[config.mk]
export PLATFORM = sky130hd
export DESIGN_NAME = c45_mgmt_master
export DESIGN_NICKNAME = d
export VERILOG_FILES = /design/src/rtl/c45_pkg.sv /design/src/rtl/c45_mdc_gen.sv /design/src/rtl/c45_frame_seq.sv /design/src/rtl/c45_mgmt_master.sv
export SDC_FILE = /design/constraint.sdc
export NUM_CORES = 1
export LEC_CHECK = 0
export BUFFER_PORTS_ARGS = -buffer_cell sky130_fd_sc_hd__clkbuf_2
export CAP_MARGIN = 20
export CELL_PAD_IN_SITES_DETAIL_PLACEMENT = 1
export CELL_PAD_IN_SITES_GLOBAL_PLACEMENT = 1
export CORE_UTILIZATION = 40
export DETAILED_ROUTE_END_ITERATION = 6
export PLACE_DENSITY_LB_ADDON = 0.1
export RECOVER_POWER = 100
export SETUP_SLACK_MARGIN = 0.4
export SYNTH_ARGS = -nofsm -noshare
export SYNTH_HDL_FRONTEND = slang
export SYNTH_SLANG_ARGS = --single-unit
[constraint.sdc]
create_clock -name clk -period 3.4 [get_ports clk]
set_input_delay 0.85 -clock clk [delete_from_list [all_inputs] [get_ports clk]]
set_output_delay 0.85 -clock clk [all_outputs]
set_load 0.02 [all_outputs]
[src/rtl/c45_pkg.sv]
// Package: shared constants for the Clause 45 management master.
// Assumes 32-bit register data and byte offsets on the register bus.
package c45_pkg;
    localparam logic [2:0] OP_WRITE = 3'b101;
    localparam logic [2:0] OP_READ  = 3'b111;
    localparam int BIT_BUSY  = 30;
    localparam int BIT_VALID = 29;
    localparam logic [1:0] FR_ST   = 2'b00;
    localparam logic [1:0] FR_TA   = 2'b10;
    localparam logic [1:0] FROP_ADDR = 2'b00;
    localparam logic [1:0] FROP_WR   = 2'b01;
    localparam logic [1:0] FROP_RD   = 2'b11;
    typedef enum logic [1:0] {SEQ_IDLE, SEQ_ADDR, SEQ_DATA} seq_state_t;
endpackage

[src/rtl/c45_mdc_gen.sv]
// Module: MDC generator. While enabled it toggles mdc every DIV_HALF clocks
// and flags the cycle before each rising and falling edge. While disabled it
// holds mdc low and the phase counter at zero.
module c45_mdc_gen #(
    parameter int DIV_HALF = 2
) (
    input  logic clk,
    input  logic rst_n,
    input  logic en,
    output logic mdc,
    output logic rise_tick,
    output logic fall_tick
);
    localparam int CNT_W = $clog2(DIV_HALF + 1);
    localparam logic [CNT_W-1:0] CNT_LAST = CNT_W'(DIV_HALF - 1);

    logic [CNT_W-1:0] cnt;
    logic             wrap;

    assign wrap      = en && (cnt == CNT_LAST);
    assign rise_tick = wrap && !mdc;
    assign fall_tick = wrap && mdc;

    // Phase counter and clock toggle.
    always_ff @(posedge clk) begin
        if (!rst_n || !en) begin
            cnt <= '0;
            mdc <= 1'b0;
        end else if (wrap) begin
            cnt <= '0;
            mdc <= !mdc;
        end else begin
            cnt <= cnt + 1'b1;
        end
    end
endmodule

[src/rtl/c45_frame_seq.sv]
// Module: frame sequencer. On start it sends an address frame and then a
// data frame. Bits advance on MDC falling edges and read bits are sampled on
// rising edges. Assumes the command fields stay constant while busy.
module c45_frame_seq
    import c45_pkg::*;
#(
    parameter int PRE_LEN = 32
) (
    input  logic        clk,
    input  logic        rst_n,
    input  logic        start,
    input  logic        is_read,
    input  logic [4:0]  port_id,
    input  logic [4:0]  dev_id,
    input  logic [15:0] reg_num,
    input  logic [15:0] wr_data,
    input  logic        rise_tick,
    input  logic        fall_tick,
    input  logic        mdio_in,
    output logic        busy,
    output logic        done,
    output logic [15:0] rd_data,
    output logic        mdio_out,
    output logic        mdio_oe
);
    localparam int FRAME_LEN = PRE_LEN + 32;
    localparam int IDX_W     = $clog2(FRAME_LEN);
    localparam logic [IDX_W-1:0] IDX_LAST = IDX_W'(FRAME_LEN - 1);
    localparam logic [IDX_W-1:0] IDX_TA   = IDX_W'(PRE_LEN + 14);
    localparam logic [IDX_W-1:0] IDX_DAT  = IDX_W'(PRE_LEN + 16);

    seq_state_t       state;
    logic [IDX_W-1:0] idx;
    logic [31:0]      word;
    logic             cur_bit;
    logic             released;

    assign busy = (state != SEQ_IDLE);
    assign done = (state == SEQ_DATA) && fall_tick && (idx == IDX_LAST);

    // Body of the current frame, after the preamble.
    always_comb begin
        if (state == SEQ_DATA)
            word = {FR_ST, is_read ? FROP_RD : FROP_WR, port_id, dev_id, FR_TA,
                    is_read ? 16'h0000 : wr_data};
        else
            word = {FR_ST, FROP_ADDR, port_id, dev_id, FR_TA, reg_num};
    end

    // Serial bit for the current position: preamble ones, then the word MSB first.
    always_comb begin
        if (int'(idx) < PRE_LEN)
            cur_bit = 1'b1;
        else
            cur_bit = word[5'(31 - (int'(idx) - PRE_LEN))];
    end

    assign released = (state == SEQ_DATA) && is_read && (idx >= IDX_TA);
    assign mdio_oe  = busy && !released;
    assign mdio_out = mdio_oe ? cur_bit : 1'b0;

    // Frame and bit position sequencing.
    always_ff @(posedge clk) begin
        if (!rst_n) begin
            state <= SEQ_IDLE;
            idx   <= '0;
        end else if (state == SEQ_IDLE) begin
            if (start) begin
                state <= SEQ_ADDR;
                idx   <= '0;
            end
        end else if (fall_tick) begin
            if (idx == IDX_LAST) begin
                idx   <= '0;
                state <= (state == SEQ_ADDR) ? SEQ_DATA : SEQ_IDLE;
            end else begin
                idx <= idx + 1'b1;
            end
        end
    end

    // Read data capture on MDC rising edges, MSB first.
    always_ff @(posedge clk) begin
        if (!rst_n)
            rd_data <= '0;
        else if (rise_tick && released && idx >= IDX_DAT)
            rd_data <= {rd_data[14:0], mdio_in};
    end
endmodule

[src/rtl/c45_mgmt_master.sv]
// Module: top of the Clause 45 management master. Holds the address and
// command registers, decodes bus writes and wires the MDC generator to the
// frame sequencer. Assumes one-cycle write strobes and byte offsets.
module c45_mgmt_master
    import c45_pkg::*;
#(
    parameter int ADDR_W   = 4,
    parameter int DIV_HALF = 2,
    parameter int PRE_LEN  = 32,
    parameter logic [ADDR_W-1:0] CMD_OFS = ADDR_W'(0),
    parameter logic [ADDR_W-1:0] REG_OFS = ADDR_W'(8)
) (
    input  logic              clk,
    input  logic              rst_n,
    input  logic [ADDR_W-1:0] bus_addr,
    input  logic              bus_wr,
    input  logic [31:0]       bus_wdata,
    output logic [31:0]       bus_rdata,
    output logic              mdc,
    output logic              mdio_out,
    output logic              mdio_oe,
    input  logic              mdio_in
);
    logic [15:0] reg_q;
    logic [4:0]  prt_q;
    logic [4:0]  dev_q;
    logic [2:0]  op_q;
    logic [15:0] data_q;
    logic        valid_q;
    logic        busy;
    logic        done;
    logic [15:0] rd_data;
    logic        rise_tick;
    logic        fall_tick;
    logic        start;
    logic [2:0]  wr_op;

    assign wr_op = bus_wdata[28:26];
    assign start = bus_wr && (bus_addr == CMD_OFS) && !busy &&
                   (wr_op == OP_WRITE || wr_op == OP_READ);

    // Target register number, writable only when idle.
    always_ff @(posedge clk) begin
        if (!rst_n)
            reg_q <= '0;
        else if (bus_wr && (bus_addr == REG_OFS) && !busy)
            reg_q <= bus_wdata[15:0];
    end

    // Command fields, data and read-valid.
    always_ff @(posedge clk) begin
        if (!rst_n) begin
            prt_q   <= '0;
            dev_q   <= '0;
            op_q    <= '0;
            data_q  <= '0;
            valid_q <= 1'b0;
        end else if (start) begin
            prt_q   <= bus_wdata[20:16];
            dev_q   <= bus_wdata[25:21];
            op_q    <= wr_op;
            data_q  <= bus_wdata[15:0];
            valid_q <= 1'b0;
        end else if (done && op_q == OP_READ) begin
            data_q  <= rd_data;
            valid_q <= 1'b1;
        end
    end

    // Register readback mux.
    always_comb begin
        if (bus_addr == CMD_OFS)
            bus_rdata = {1'b0, busy, valid_q, op_q, dev_q, prt_q, data_q};
        else if (bus_addr == REG_OFS)
            bus_rdata = {16'h0000, reg_q};
        else
            bus_rdata = '0;
    end

    c45_mdc_gen #(.DIV_HALF(DIV_HALF)) u_mdc (
        .clk       (clk),
        .rst_n     (rst_n),
        .en        (busy),
        .mdc       (mdc),
        .rise_tick (rise_tick),
        .fall_tick (fall_tick)
    );

    c45_frame_seq #(.PRE_LEN(PRE_LEN)) u_seq (
        .clk       (clk),
        .rst_n     (rst_n),
        .start     (start),
        .is_read   (op_q == OP_READ),
        .port_id   (prt_q),
        .dev_id    (dev_q),
        .reg_num   (reg_q),
        .wr_data   (data_q),
        .rise_tick (rise_tick),
        .fall_tick (fall_tick),
        .mdio_in   (mdio_in),
        .busy      (busy),
        .done      (done),
        .rd_data   (rd_data),
        .mdio_out  (mdio_out),
        .mdio_oe   (mdio_oe)
    );
endmodule

==> results of run 1 <==
-- logic make-up (layout without fill, tap and decap cells) --
group / count (synthesis) / after routing / share of synthesized area [%]
fa+ha+maj: 2 / 2 / 0.665
mux: 48 / 48 / 14.2
simple gates: 162 / 162 / 22.2
buf+inv: 39 / 105 / 4.99
flops: 73 / 73 / 38.9
compound gates: 82 / 82 / 17.6
xor+xnor: 6 / 6 / 1.40
other cells: 1 / 1 / 0.0997
-- cell usage after synthesis (2+ instances only) --
| cell type | instances |
|---|---|
| sky130_fd_sc_hd__nor3_1 | 2 |
| sky130_fd_sc_hd__xor2_1 | 2 |
| sky130_fd_sc_hd__clkbuf_1 | 24 |
| sky130_fd_sc_hd__and3_1 | 3 |
| sky130_fd_sc_hd__a21boi_0 | 28 |
| sky130_fd_sc_hd__o221ai_1 | 2 |
| sky130_fd_sc_hd__mux2i_1 | 43 |
| sky130_fd_sc_hd__nand2b_1 | 4 |
| sky130_fd_sc_hd__ha_1 | 2 |
| sky130_fd_sc_hd__mux4_2 | 3 |
| sky130_fd_sc_hd__buf_2 | 3 |
| sky130_fd_sc_hd__a31oi_1 | 2 |
| sky130_fd_sc_hd__o2111ai_1 | 2 |
| sky130_fd_sc_hd__a22o_1 | 16 |
| sky130_fd_sc_hd__o21a_1 | 4 |
| sky130_fd_sc_hd__a21oi_1 | 3 |
| sky130_fd_sc_hd__inv_1 | 7 |
| sky130_fd_sc_hd__nand3_1 | 7 |
| sky130_fd_sc_hd__dfxtp_1 | 73 |
| sky130_fd_sc_hd__nor2_1 | 15 |
| sky130_fd_sc_hd__o211a_1 | 16 |
| sky130_fd_sc_hd__buf_6 | 3 |
| sky130_fd_sc_hd__and2_1 | 16 |
| sky130_fd_sc_hd__nand2_1 | 80 |
| sky130_fd_sc_hd__o21ai_0 | 5 |
| sky130_fd_sc_hd__nor2b_1 | 17 |
| sky130_fd_sc_hd__nand4_1 | 5 |
| sky130_fd_sc_hd__xnor2_1 | 4 |
-- how the worst min path moves through the flow --
stage                 start            to  slack (ns)  cells past startpoint
2_1_floorplan  u_mdc.cnt[0]  u_mdc.cnt[0]        0.41                      1
3_3_place_gp   u_mdc.cnt[0]  u_mdc.cnt[0]        0.42                      1
3_5_place_dp   u_mdc.cnt[0]  u_mdc.cnt[0]        0.44                      1
4_1_cts        u_mdc.cnt[0]  u_mdc.cnt[0]        0.45                      1
5_1_grt        u_mdc.cnt[0]  u_mdc.cnt[0]        0.47                      1
6_report       u_mdc.cnt[0]  u_mdc.cnt[0]        0.44                      1
-- what timing repair did --
| item | in CTS | in global routing |
|---|---|---|
| resized for setup | 9 | 4 |
| pin swaps | 2 | 1 |
| endpoints found under the setup margin | 1 | 1 |
| setup buffers | 2 | 1 |
-- cell type report --
cell class              instances  area (µm²)
multi-input cells             301        2090
repair buffers                 83         424
well taps                     111         139
clock buffers                  10         128
clock inverters                 5        81.3
inverters                       7        26.3
fillers                      1093        4790
flip-flops and latches         73        1470
-- per-layer routing --
metal	track usage [%]	up-vias	share of wire, %
met1	27.8	1538	47
met5	0	-	0
met3	3.19	13	2.4
met4	6.66	0	1.3
li1	-	1560	-
met2	35.9	49	49
-- worst max-delay path, delay by kind of cell --
kind | cells | cell delay, ns
simple gates | 1 | 0.27
compound gates | 1 | 0.28
buf+inv | 3 | 0.87
-- power groups by stage --
stage | Clock (µW) | Sequential [µW] | Combinational, µW
after floorplan | 0 | 881 | 36.3
after global placement | 0 | 882 | 73.7
after detailed placement | 0 | 883 | 74.9
after CTS | 751 | 862 | 75.7
after global routing | 788 | 862 | 80.6
final | 739 | 861 | 73.1
-- stage by stage --
step | area [µm²] | util (%) | total power [µW]
after global placement | 4170 | 45.6 | 956
after CTS | 4410 | 48.2 | 1690
after floorplan | 3760 | - | 918
after detailed placement | 4170 | 45.6 | 957
after global routing | 4360 | 47.7 | 1730
final | 4360 | 47.7 | 1670
-- sequential cells by signal, summed over array words and instances, names as in the netlist --
name,flops
data_q,16
dev_q,5
op_q,3
prt_q,5
reg_q,16
u_mdc.cnt,2
u_mdc.mdc,1
u_seq.idx,6
u_seq.rd_data,16
u_seq.state,2
valid_q,1
==> PnR_summary.wiki, run 1 <==
{| class="wikitable"
! Metric !! Value
|-
| Syn Nets || between 400 and 500
|-
| Category of the critical setup timing path || in -> out
|-
| Inserted Diodes || 0
|-
| Internal portion of total power || 1300 µW
|-
| Half-perimeter wire length of the detailed placement result || around 7000 µm
|-
| Placed instance count || between 500 and 600
|-
| P per Cell Area || approximately 380 mW/mm²
|-
| Via count of the routed design || between 3000 and 4000
|-
| Worst clock skew || between 0.015 and 0.02 ns
|-
| Power spent charging and discharging nets || 374 µW
|-
| Unique cell type count in the Yosys netlist || 50
|-
| Mean Syn Cell Area || between 9 and 10 µm²
|-
| Combinational power share || between 4 and 5%
|-
| Die area || between 0.009 and 0.01 mm²
|-
| Sum of negative setup slack || 0 ns
|-
| Slowest Stage Delay on Critical Path || between 0.5 and 0.6 ns
|-
| Root cell of the clock tree || sky130_fd_sc_hd__clkbuf_8
|-
| Share of synthesized registers carrying an async set or reset || 0%
|-
| Run status || finished, final reports clean
|-
| Antenna violations before repair || 0
|-
| Clock latency on the worst-skew pair || ~0.35 ns
|-
| Peak VDD IR || 0.000204 V
|-
| Clock tree from TritonCTS || yes
|-
| Endpoints failing hold || 0
|-
| Number of iterations in the first detailed-routing pass || 4
|-
| Height of the die || about 100 µm
|-
| Critical Path Fanout Max || 33
|-
| Total setup violations reported at the end of the flow || 0
|-
| Cells after Synth || 413
|-
| Overall track demand over capacity in global routing || about a fifth
|-
| Element type at the critical path end || primary output
|-
| Num Clock Sinks || between 70 and 80
|-
| Leading cell type in the layout, fill and taps excluded || sky130_fd_sc_hd__nand2_1
|-
| Antenna Violating Nets Remaining || 0
|-
| GP Congestion || just under 0.8
|-
| Count of routing violations after the opening detailed-route iteration || between 50 and 60
|-
| Post-synth EDFFs || 0
|-
| Signal arrival time at the worst endpoint || 2.28 ns
|-
| Vias per cell || ~5.4
|-
| Headroom to the max-slew limit || 17.4%
|-
| Layout cell share with drive strength beyond 1 || 20.7%
|-
| Count of input and output buffers || 70
|-
| Cell row count || 35
|-
| Final min period || between 3 and 4 ns
|-
| Max cap viols || 0
|-
| Class of the tightest hold or removal check || reg -> reg
|-
| Unrepaired setup endpoints after global routing || true
|-
| Setup slack on the worst flop-to-flop path || roughly 0.66 ns
|-
| Flip-flop and latch count after synthesis || 73
|-
| Top library cells by usage in the layout, fill and taps aside || 80 x sky130_fd_sc_hd__nand2_1, 70 x sky130_fd_sc_hd__dfxtp_1, 60 x sky130_fd_sc_hd__clkbuf_2
|-
| CTS Buf Count || 9
|-
| Pin count of the biggest net entering global routing || 50
|-
| Number of ports placed on the die boundary || between 70 and 80
|-
| Worst reg2reg path depth || 8
|-
| Endpoint of the worst-slack reg-to-reg timing path || u_seq.rd_data[1]
|-
| Sw Ratio || between 20 and 25%
|-
| Area growth, synth to finish || 16.0%
|-
| Synthesized cell area || approximately 0.0038 mm²
|-
| Dpl ws || approximately 0.4 ns
|-
| Most used cell along the critical path || sky130_fd_sc_hd__clkbuf_2
|-
| Final wirelength || roughly 10000 µm
|-
| Part of the power in registers || about half
|-
| Hold Worst Slack || between 0.4 and 0.5 ns
|-
| Crit Reg-Reg Startpoint || u_seq.state[0]
|-
| Hold-fix buffer count after cts || 0
|-
| Worst setup path startpoint || bus_addr[1]
|-
| Leak Pwr || between 0.0015 and 0.002 µW
|-
| Starting Density || roughly 40%
|-
| Final period utilization || 91.9%
|-
| Clock slew at reported path FFs || approximately 0.090 ns
|-
| Total global routing overflow || 0
|-
| Worst path slowest cell || sky130_fd_sc_hd__clkbuf_2
|-
| Smallest setup slack after layout || 0.274 ns
|-
| Launching element type of the critical path || primary input
|-
| Total core area || between 0.009 and 0.01 mm²
|-
| Max Slew Vio Count || 0
|-
| Share of total power in the clock network || 44.2%
|-
| List of cells traversed by the critical path || clkbuf_1 -> nor4_4 -> clkbuf_2 -> a22o_1 -> clkbuf_2
|-
| Post-Layout Cell Count || between 500 and 600
|-
| CTS Buffer Depth || 2
|-
| Maximum clock rate || 320 MHz
|-
| Area contributors post-synth || sky130_fd_sc_hd__dfxtp_1 39%, sky130_fd_sc_hd__mux2i_1 11%, sky130_fd_sc_hd__nand2_1 8.0%, sky130_fd_sc_hd__a21boi_0 5.6%, sky130_fd_sc_hd__o211a_1 4.3%
|-
| Number of nets in the layout || 517
|-
| Die Span X || 99.0 µm
|-
| Sequential cell area fraction in the yosys report || about two fifths
|-
| YS warnings || 0
|-
| Primary FF master, synth || sky130_fd_sc_hd__dfxtp_1
|-
| Via count of the first global-routing pass || approximately 3200
|-
| Yosys top cell by area || sky130_fd_sc_hd__dfxtp_1
|-
| First-pass GRT wire length || around 16000 µm
|-
| Timing endpoint of the critical path || bus_rdata[5]
|-
| Required time of the critical path || 2.55 ns
|-
| Residual DRC || 0
|-
| Share of Yosys cell area claimed by the top area cell type || between 30% and 40%
|-
| Maximum level of the CTS H-tree || 3
|-
| Routed wire per std cell || 16.9 µm
|-
| Worst slew pin tran || between 1 and 1.5 ns
|}
Power figures use the tool's default switching activity.
==> run 2, diff against run 1 <==
Settings changed: ABC_AREA set to 1.
==> PnR_summary.wiki, run 2 <==
{| class="wikitable"
! Metric !! Value
|-
| Run status || finished, violations left (was finished, final reports clean)
|-
| Violated checks || capacitance limit, slew limit
|-
| Maximum clock rate || 345 MHz (was 320 MHz)
|-
| Via count of the routed design || 3533 (was 3160)
|-
| Flip-flop and latch count after synthesis || 73 (unchanged)
|-
| Total global routing overflow || 0 (unchanged)
|-
| Part of the power in registers || 51.6% (was 51.5%)
|-
| Final Core Density || 48.8% (was 47.7%)
|-
| Standard cell area after detailed placement || 0.00391 mm² (was 0.00417 mm²)
|-
| Number of nets in the layout || 605 (was 517)
|-
| Via count of the first global-routing pass || 3520 (was 3219)
|-
| Share of Yosys cell area claimed by the top area cell type || 41.5% (was 38.9%)
|-
| Final min period || 2.90 ns (was 3.13 ns)
|-
| Sum of negative setup slack || 0 ns (unchanged)
|-
| Half-perimeter wire length of the detailed placement result || 7560 µm (was 6990 µm)
|-
| Compound-Gate Fraction of Synth Area || 19.4% (was 17.6%)
|-
| Post-route design area || 0.00409 mm² (was 0.00436 mm²)
|-
| Total setup violations reported at the end of the flow || 0 (unchanged)
|-
| Mean Syn Cell Area || 6.97 µm² (was 9.10 µm²)
|-
| YS warnings || 0 (unchanged)
|-
| Slowest Stage Delay on Critical Path || 0.45 ns (was 0.56 ns)
|-
| Launching element type of the critical path || flip-flop (was primary input)
|-
| Crit-path leading delay family || buffers and inverters (unchanged)
|-
| List of cells traversed by the critical path || inv_1 -> a21oi_1 -> o21ai_0 -> nand2_1 -> nand2_1 -> nand3_1 -> nand3_1 -> nand2_1 -> inv_1 -> a21oi_1 -> clkbuf_1 (was clkbuf_1 -> nor4_4 -> clkbuf_2 -> a22o_1 -> clkbuf_2)
|-
| Antenna Violating Nets Remaining || 0 (unchanged)
|-
| Pin count of the biggest net entering global routing || 41 (was 50)
|-
| Leak Pwr || 0.00160 µW (was 0.00196 µW)
|-
| Sequential cell area fraction in the yosys report || 41.5% (was 38.9%)
|-
| Worst slew pin tran || 1.59 ns (was 1.24 ns)
|-
| Synthesized cell area || 0.00352 mm² (was 0.00376 mm²)
|-
| Clock slew at reported path FFs || 0.09 ns (about the same)
|-
| Critical Path Fanout Max || 7 (was 33)
|-
| Biggest registers after layout || data_q: 16 flops, reg_q: 16 flops, u_seq.rd_data: 16 flops (unchanged)
|-
| Category of the critical setup timing path || reg -> out (was in -> out)
|-
| Count of routing violations after the opening detailed-route iteration || 112 (was 59)
|-
| Total core area || 0.00838 mm² (was 0.00915 mm²)
|-
| Syn Nets || 548 (was 455)
|-
| Maximum level of the CTS H-tree || 3 (unchanged)
|-
| Number of iterations in the first detailed-routing pass || 4 (unchanged)
|-
| Required time of the critical path || 2.55 ns (about the same)
|-
| Endpoints failing hold || 0 (unchanged)
|-
| Area growth, synth to finish || 15.9% (was 16.0%)
|-
| Top cell types by occurrence after synthesis || 81 x sky130_fd_sc_hd__nand2_1, 81 x sky130_fd_sc_hd__nor2_1, 73 x sky130_fd_sc_hd__dfxtp_1 (was 80 x sky130_fd_sc_hd__nand2_1, 73 x sky130_fd_sc_hd__dfxtp_1, 43 x sky130_fd_sc_hd__mux2i_1)
|-
| Leading cell type in the layout, fill and taps excluded || sky130_fd_sc_hd__nand2_1 (unchanged)
|-
| Primary FF master, synth || sky130_fd_sc_hd__dfxtp_1 (unchanged)
|-
| Starting Density || 42.1% (was 41.1%)
|-
| Worst path slowest cell || sky130_fd_sc_hd__dfxtp_1 (was sky130_fd_sc_hd__clkbuf_2)
|-
| CTS Buffer Depth || 2 (unchanged)
|-
| Post-synthesis mux area share || 0% (was 14.2%)
|-
| Signal arrival time at the worst endpoint || 2.05 ns (was 2.28 ns)
|-
| Unrepaired setup endpoints after global routing || false (was true)
|-
| Max Slew Vio Count || 41 (was 0)
|-
| Final wirelength || 10200 µm (was 9950 µm)
|-
| Die Span X || 95.9 µm (was 99.0 µm)
|-
| Top library cells by usage in the layout, fill and taps aside || 82 x sky130_fd_sc_hd__nand2_1, 81 x sky130_fd_sc_hd__nor2_1, 71 x sky130_fd_sc_hd__dfxtp_1 (was 80 x sky130_fd_sc_hd__nand2_1, 70 x sky130_fd_sc_hd__dfxtp_1, 60 x sky130_fd_sc_hd__clkbuf_2)
|-
| Number of buffer and inverter instances along the worst setup path || 3 (unchanged)
|-
| Clock tree from TritonCTS || yes (unchanged)
|-
| Height of the die || 95.9 µm (was 99.0 µm)
|-
| Max cap viols || 1 (was 0)
|-
| Headroom to the max-slew limit || -6.02% (was 17.4%)
|-
| GP Congestion || 0.826 (was 0.792)
|-
| Peak VDD IR || 0.000218 V (was 0.000204 V)
|-
| Routed wire per std cell || 15.2 µm (was 16.9 µm)
|-
| Residual DRC || 0 (unchanged)
|-
| Internal portion of total power || 1260 µW (was 1300 µW)
|-
| Power spent charging and discharging nets || 420 µW (was 374 µW)
|-
| Vias per cell || 5.25 (was 5.36)
|-
| Number of ports placed on the die boundary || 75 (unchanged)
|-
| Largest family of logic cells by synthesized area || simple AND/OR/NAND/NOR gates (unchanged)
|-
| Class of the tightest hold or removal check || reg -> reg (unchanged)
|-
| Hold-fix buffer count after cts || 0 (unchanged)
|-
| Hold Worst Slack || 0.438 ns (was 0.443 ns)
|-
| P per Cell Area || 411 mW/mm² (was 384 mW/mm²)
|-
| Element type at the critical path end || primary output (unchanged)
|-
| Overall track demand over capacity in global routing || 23.8% (was 21.2%)
|-
| Cell row count || 33 (was 35)
|-
| CTS Buf Count || 9 (unchanged)
|-
| Num Clock Sinks || 73 (unchanged)
|-
| Area contributors post-synth || sky130_fd_sc_hd__dfxtp_1 41%, sky130_fd_sc_hd__o21ai_0 9.1%, sky130_fd_sc_hd__nand2_1 8.6%, sky130_fd_sc_hd__nor2_1 8.6%, sky130_fd_sc_hd__nand3_1 8.1% (was sky130_fd_sc_hd__dfxtp_1 39%, sky130_fd_sc_hd__mux2i_1 11%, sky130_fd_sc_hd__nand2_1 8.0%, sky130_fd_sc_hd__a21boi_0 5.6%, sky130_fd_sc_hd__o211a_1 4.3%)
|-
| Die area || 0.00919 mm² (was 0.00979 mm²)
|-
| First-pass GRT wire length || 16800 µm (was 16200 µm)
|-
| Count of input and output buffers || 70 (unchanged)
|-
| Most used cell along the critical path || sky130_fd_sc_hd__nand2_1 (was sky130_fd_sc_hd__clkbuf_2)
|-
| Inserted Diodes || 0 (unchanged)
|-
| Worst clock skew || 0.00717 ns (was 0.0154 ns)
|-
| Smallest setup slack after layout || 0.499 ns (was 0.274 ns)
|-
| Combinational power share || 4.7% (was 4.4%)
|-
| Post-synth EDFFs || 0 (unchanged)
|-
| Antenna violations before repair || 0 (unchanged)
|-
| Layout cell share with drive strength beyond 1 || 12.1% (was 20.7%)
|-
| Cells after Synth || 506 (was 413)
|-
| Sw Ratio || 25.0% (was 22.4%)
|-
| Root cell of the clock tree || sky130_fd_sc_hd__clkbuf_8 (unchanged)
|-
| Buffer count from post-CTS setup fixing || 0 (was 2)
|-
| Unique cell type count in the Yosys netlist || 32 (was 50)
|-
| Share of synthesized registers carrying an async set or reset || 0% (unchanged)
|-
| Dpl ws || 0.552 ns (was 0.393 ns)
|-
| Yosys top cell by area || sky130_fd_sc_hd__dfxtp_1 (unchanged)
|-
| Adder and majority gate portion of the synthesized area || 0.710% (was 0.666%)
|-
| Fraction of the mapped netlist area in simple logic gates || 29.0% (was 22.2%)
|-
| Share of total power in the clock network || 43.7% (was 44.2%)
|-
| Post-Synth XOR/XNOR Area || 0.497% (was 1.40%)
|-
| Clock latency on the worst-skew pair || 0.35 ns (about the same)
|-
| Final period utilization || 85.3% (was 91.9%)
|}
[run 2: cell types whose count changed in the layout (fill, tap and decap cells not counted), moves of 9 or more]
cell and delta:
sky130_fd_sc_hd__nand3_1 +51, sky130_fd_sc_hd__a31oi_1 +10, sky130_fd_sc_hd__a21boi_0 -28, sky130_fd_sc_hd__inv_1 +33, sky130_fd_sc_hd__clkbuf_1 +21, sky130_fd_sc_hd__and2_0 -9, sky130_fd_sc_hd__o21ai_0 +61, sky130_fd_sc_hd__a21oi_1 +17
sky130_fd_sc_hd__clkbuf_2 -24, sky130_fd_sc_hd__nor2b_1 -17, sky130_fd_sc_hd__nor2_1 +65, sky130_fd_sc_hd__o211a_1 -16, sky130_fd_sc_hd__mux2i_1 -43
[run 2: through the flow]
step | power [µW] | cells
floorplan | 929 | 506
global placement | 964 | 657
detailed placement | 966 | 657
CTS | 1700 | 673
global route | 1740 | 673
finish | 1680 | 673
[run 2: final cells by class]
type                       instances  area (µm²)
clock buffer                      10         138
clock inverter                     6        73.8
fill                            1155        4300
inverter                          43         169
multi-input combinational        359        1750
sequential                        73        1460
tap                              105         131
timing repair buffer              77         360
[run 2: power by group through the flow]
stage	combinational, µW	sequential (µW)	clock, µW
4_1_cts	80.7	866	752
3_5_place_dp	80.0	886	0
6_report	78.6	866	734
5_1_grt	89.9	867	784
3_3_place_gp	78.2	885	0
2_1_floorplan	44.8	884	0
[run 2: logic make-up (layout without fill, tap and decap cells)]
| logic type | after synthesis | in the layout |
|---|---|---|
| other | 1 | 1 |
| DFF | 73 | 73 |
| xor gates and xnor gates | 2 | 2 |
| AOI/OAI and AO/OA | 119 | 119 |
| adders and majority gates | 2 | 2 |
| buffers and inverters | 74 | 136 |
| and+or+nand+nor | 235 | 235 |
[run 2: path summary, 6_finish.rpt]
path / cells past startpoint / startpoint / to / slack [ns]
setup / recovery: 11 / u_seq.idx[2] / mdio_out / 0.50
hold / removal: 1 / u_mdc.cnt[0] / u_mdc.cnt[0] / 0.44
setup reg to reg: 8 / u_seq.state[1] / data_q[11] / 0.70
hold reg to reg: 1 / u_mdc.cnt[0] / u_mdc.cnt[0] / 0.44
[run 2: timing repair]
action	CTS	global route
gates cloned	0	0
resized for setup	4	8
endpoints found under the setup margin	1	1
[run 2: layer usage]
layer	share of wire, %	global-route usage [%]
met1	46	29.8
met2	48	40.0
met3	3.1	3.16
met4	2.9	11.9
met5	0	0
==> run 3, diff against run 2 <==
Settings changed: CORE_MARGIN set to 2, CTS_BUF_LIST set to sky130_fd_sc_hd__clkbuf_8.
==> PnR_summary.wiki, run 3 (synthesized netlist as in run 2, its figures left out) <==
{| class="wikitable"
! Metric !! Value
|-
| Top library cells by usage in the layout, fill and taps aside || 82 x sky130_fd_sc_hd__nand2_1, 80 x sky130_fd_sc_hd__nor2_1, 70 x sky130_fd_sc_hd__dfxtp_1 (was 82 x sky130_fd_sc_hd__nand2_1, 81 x sky130_fd_sc_hd__nor2_1, 71 x sky130_fd_sc_hd__dfxtp_1)
|-
| Run status || finished, violations left (unchanged)
|-
| Buffer count from post-CTS setup fixing || 0 (unchanged)
|-
| Max cap viols || 1 (unchanged)
|-
| First-pass GRT wire length || 17600 µm (was 16800 µm)
|-
| Endpoint of the worst-slack reg-to-reg timing path || data_q[11] (unchanged)
|-
| CTS Buffer Depth || 2 (unchanged)
|-
| Hold-fix buffer count after cts || 0 (unchanged)
|-
| Crit Reg-Reg Startpoint || u_seq.state[1] (unchanged)
|-
| Element type at the critical path end || primary output (unchanged)
|-
| Layout cell share with drive strength beyond 1 || 12.9% (was 12.1%)
|-
| Worst reg2reg path depth || 8 (unchanged)
|-
| Combinational power share || 4.6% (was 4.7%)
|-
| Biggest registers after layout || data_q: 16 flops, reg_q: 16 flops, u_seq.rd_data: 16 flops (unchanged)
|-
| Sw Ratio || 23.2% (was 25.0%)
|-
| Final min period || 3.03 ns (was 2.90 ns)
|-
| Standard cell area after detailed placement || 0.00391 mm² (about the same)
|-
| CTS Buf Count || 9 (unchanged)
|-
| Routed wire per std cell || 15.5 µm (was 15.2 µm)
|-
| Clock latency on the worst-skew pair || 0.35 ns (about the same)
|-
| Num Clock Sinks || 73 (unchanged)
|-
| Number of ports placed on the die boundary || 75 (unchanged)
|-
| Sum of negative setup slack || 0 ns (unchanged)
|-
| Total core area || 0.00864 mm² (was 0.00838 mm²)
|-
| Hold Worst Slack || 0.431 ns (was 0.438 ns)
|-
| Vias per cell || 5.21 (was 5.25)
|-
| Total setup violations reported at the end of the flow || 0 (unchanged)
|-
| Final Core Density || 47.9% (was 48.8%)
|-
| Count of input and output buffers || 70 (unchanged)
|-
| Fillers || 1170 (was 1155)
|-
| Starting Density || 40.8% (was 42.1%)
|-
| Worst Hold Path Cells || 1 (unchanged)
|-
| Signal arrival time at the worst endpoint || 2.18 ns (was 2.05 ns)
|-
| Unrepaired setup endpoints after global routing || true (was false)
|-
| Worst slew pin tran || 1.57 ns (was 1.59 ns)
|-
| GP Congestion || 0.785 (was 0.826)
|-
| Via count of the first global-routing pass || 3586 (was 3520)
|-
| Max Slew Vio Count || 39 (was 41)
|-
| Cell row count || 34 (was 33)
|-
| Power spent charging and discharging nets || 406 µW (was 420 µW)
|-
| Setup slack on the worst flop-to-flop path || 0.98 ns (was 0.70 ns)
|-
| Critical Path Fanout Max || 17 (was 7)
|-
| Part of the power in registers || 49.3% (was 51.6%)
|-
| Clock tree from TritonCTS || yes (unchanged)
|-
| P per Cell Area || 425 mW/mm² (was 411 mW/mm²)
|-
| Number of iterations in the first detailed-routing pass || 4 (unchanged)
|-
| Number of nets in the layout || 605 (unchanged)
|-
| Die Span X || 97.9 µm (was 95.9 µm)
|-
| Inserted Diodes || 0 (unchanged)
|-
| Leading cell type in the layout, fill and taps excluded || sky130_fd_sc_hd__nand2_1 (unchanged)
|-
| Count of routing violations after the opening detailed-route iteration || 147 (was 112)
|-
| Pin count of the biggest net entering global routing || 39 (was 41)
|-
| Maximum clock rate || 329 MHz (was 345 MHz)
|-
| Peak VDD IR || 0.000216 V (was 0.000218 V)
|-
| Internal portion of total power || 1350 µW (was 1260 µW)
|-
| Final period utilization || 89.3% (was 85.3%)
|-
| Timing endpoint of the critical path || bus_rdata[9] (was mdio_out)
|-
| Overall track demand over capacity in global routing || 22.2% (was 23.8%)
|-
| Half-perimeter wire length of the detailed placement result || 7730 µm (was 7560 µm)
|-
| Class of the tightest hold or removal check || reg -> reg (unchanged)
|-
| Post-route design area || 0.00413 mm² (was 0.00409 mm²)
|-
| Final wirelength || 10500 µm (was 10200 µm)
|-
| Endpoints failing hold || 0 (unchanged)
|-
| Worst clock skew || 0.0134 ns (was 0.00717 ns)
|-
| Required time of the critical path || 2.55 ns (about the same)
|-
| Headroom to the max-slew limit || -4.91% (was -6.02%)
|-
| Violated checks || capacitance limit, slew limit (unchanged)
|-
| Height of the die || 97.9 µm (was 95.9 µm)
|-
| Leak Pwr || 0.00162 µW (was 0.00160 µW)
|-
| Die area || 0.00958 mm² (was 0.00919 mm²)
|-
| Via count of the routed design || 3520 (was 3533)
|-
| Category of the critical setup timing path || in -> out (was reg -> out)
|-
| Maximum level of the CTS H-tree || 3 (unchanged)
|-
| Antenna violations before repair || 0 (unchanged)
|-
| Clock slew at reported path FFs || 0.08 ns (was 0.09 ns)
|-
| Worst setup path startpoint || bus_addr[1] (was u_seq.idx[2])
|-
| Area growth, synth to finish || 17.3% (was 15.9%)
|-
| Antenna Violating Nets Remaining || 0 (unchanged)
|-
| Root cell of the clock tree || sky130_fd_sc_hd__clkbuf_8 (unchanged)
|-
| Share of total power in the clock network || 46.1% (was 43.7%)
|-
| Total global routing overflow || 0 (unchanged)
|-
| Overall Power || 1750 µW (was 1680 µW)
|-
| Residual DRC || 0 (unchanged)
|-
| Launching element type of the critical path || primary input (was flip-flop)
|}
[run 3: final cells by class]
| type | count | area [µm²] | share of cell area [%] |
|---|---|---|---|
| inverter | 43 | 169 | 4.09 |
| sequential | 73 | 1470 | 35.4 |
| multi-input combinational | 359 | 1770 | 42.9 |
| clock inverter | 5 | 86.3 | 2.09 |
| tap | 108 | 135 | 3.27 |
| timing repair buffer | 77 | 355 | 8.60 |
| clock buffer | 11 | 151 | 3.66 |
[run 3: critical path, cell delays in order]
cell and delay (ns):
sky130_fd_sc_hd__clkbuf_2 0.08, sky130_fd_sc_hd__nor2_1 0.14, sky130_fd_sc_hd__and3b_1 0.59, sky130_fd_sc_hd__a22o_1 0.26, sky130_fd_sc_hd__clkbuf_1 0.26
[run 3: worst min path at each step]
stage / from / slack, ns / to
CTS: u_mdc.cnt[0] / 0.44 / u_mdc.cnt[0]
detailed placement: u_mdc.cnt[0] / 0.43 / u_mdc.cnt[0]
global placement: u_mdc.cnt[0] / 0.42 / u_mdc.cnt[0]
floorplan: u_mdc.cnt[0] / 0.41 / u_mdc.cnt[0]
global route: u_mdc.cnt[0] / 0.45 / u_mdc.cnt[0]
finish: u_mdc.cnt[0] / 0.43 / u_mdc.cnt[0]
[run 3: what timing repair did]
action | in CTS | in global routing
resized for setup | 3 | 11
pin swaps | 0 | 0
endpoints found under the setup margin | 1 | 11
[run 3: per-layer routing]
| layer | global-route usage [%] | share of wire, % |
|---|---|---|
| met2 | 40.8 | 50 |
| met1 | 27.3 | 46 |
| met4 | 5.66 | 1.3 |
| met5 | 0 | 0 |
| met3 | 3.15 | 2.4 |
[run 3: metrics by stage]
stage,setup slack (ns),instances
4_1_cts,0.409,676
2_1_floorplan,0.663,506
3_5_place_dp,0.467,660
6_report,0.365,676
5_1_grt,0.242,676
3_3_place_gp,0.509,660
[run 3: power groups by stage]
stage,logic [µW],registers (µW),clock network (µW)
after global placement,78.5,885,0
after CTS,81.2,866,815
after floorplan,44.8,884,0
after detailed placement,80.4,886,0
final,79.9,866,809
after global routing,90.6,867,852
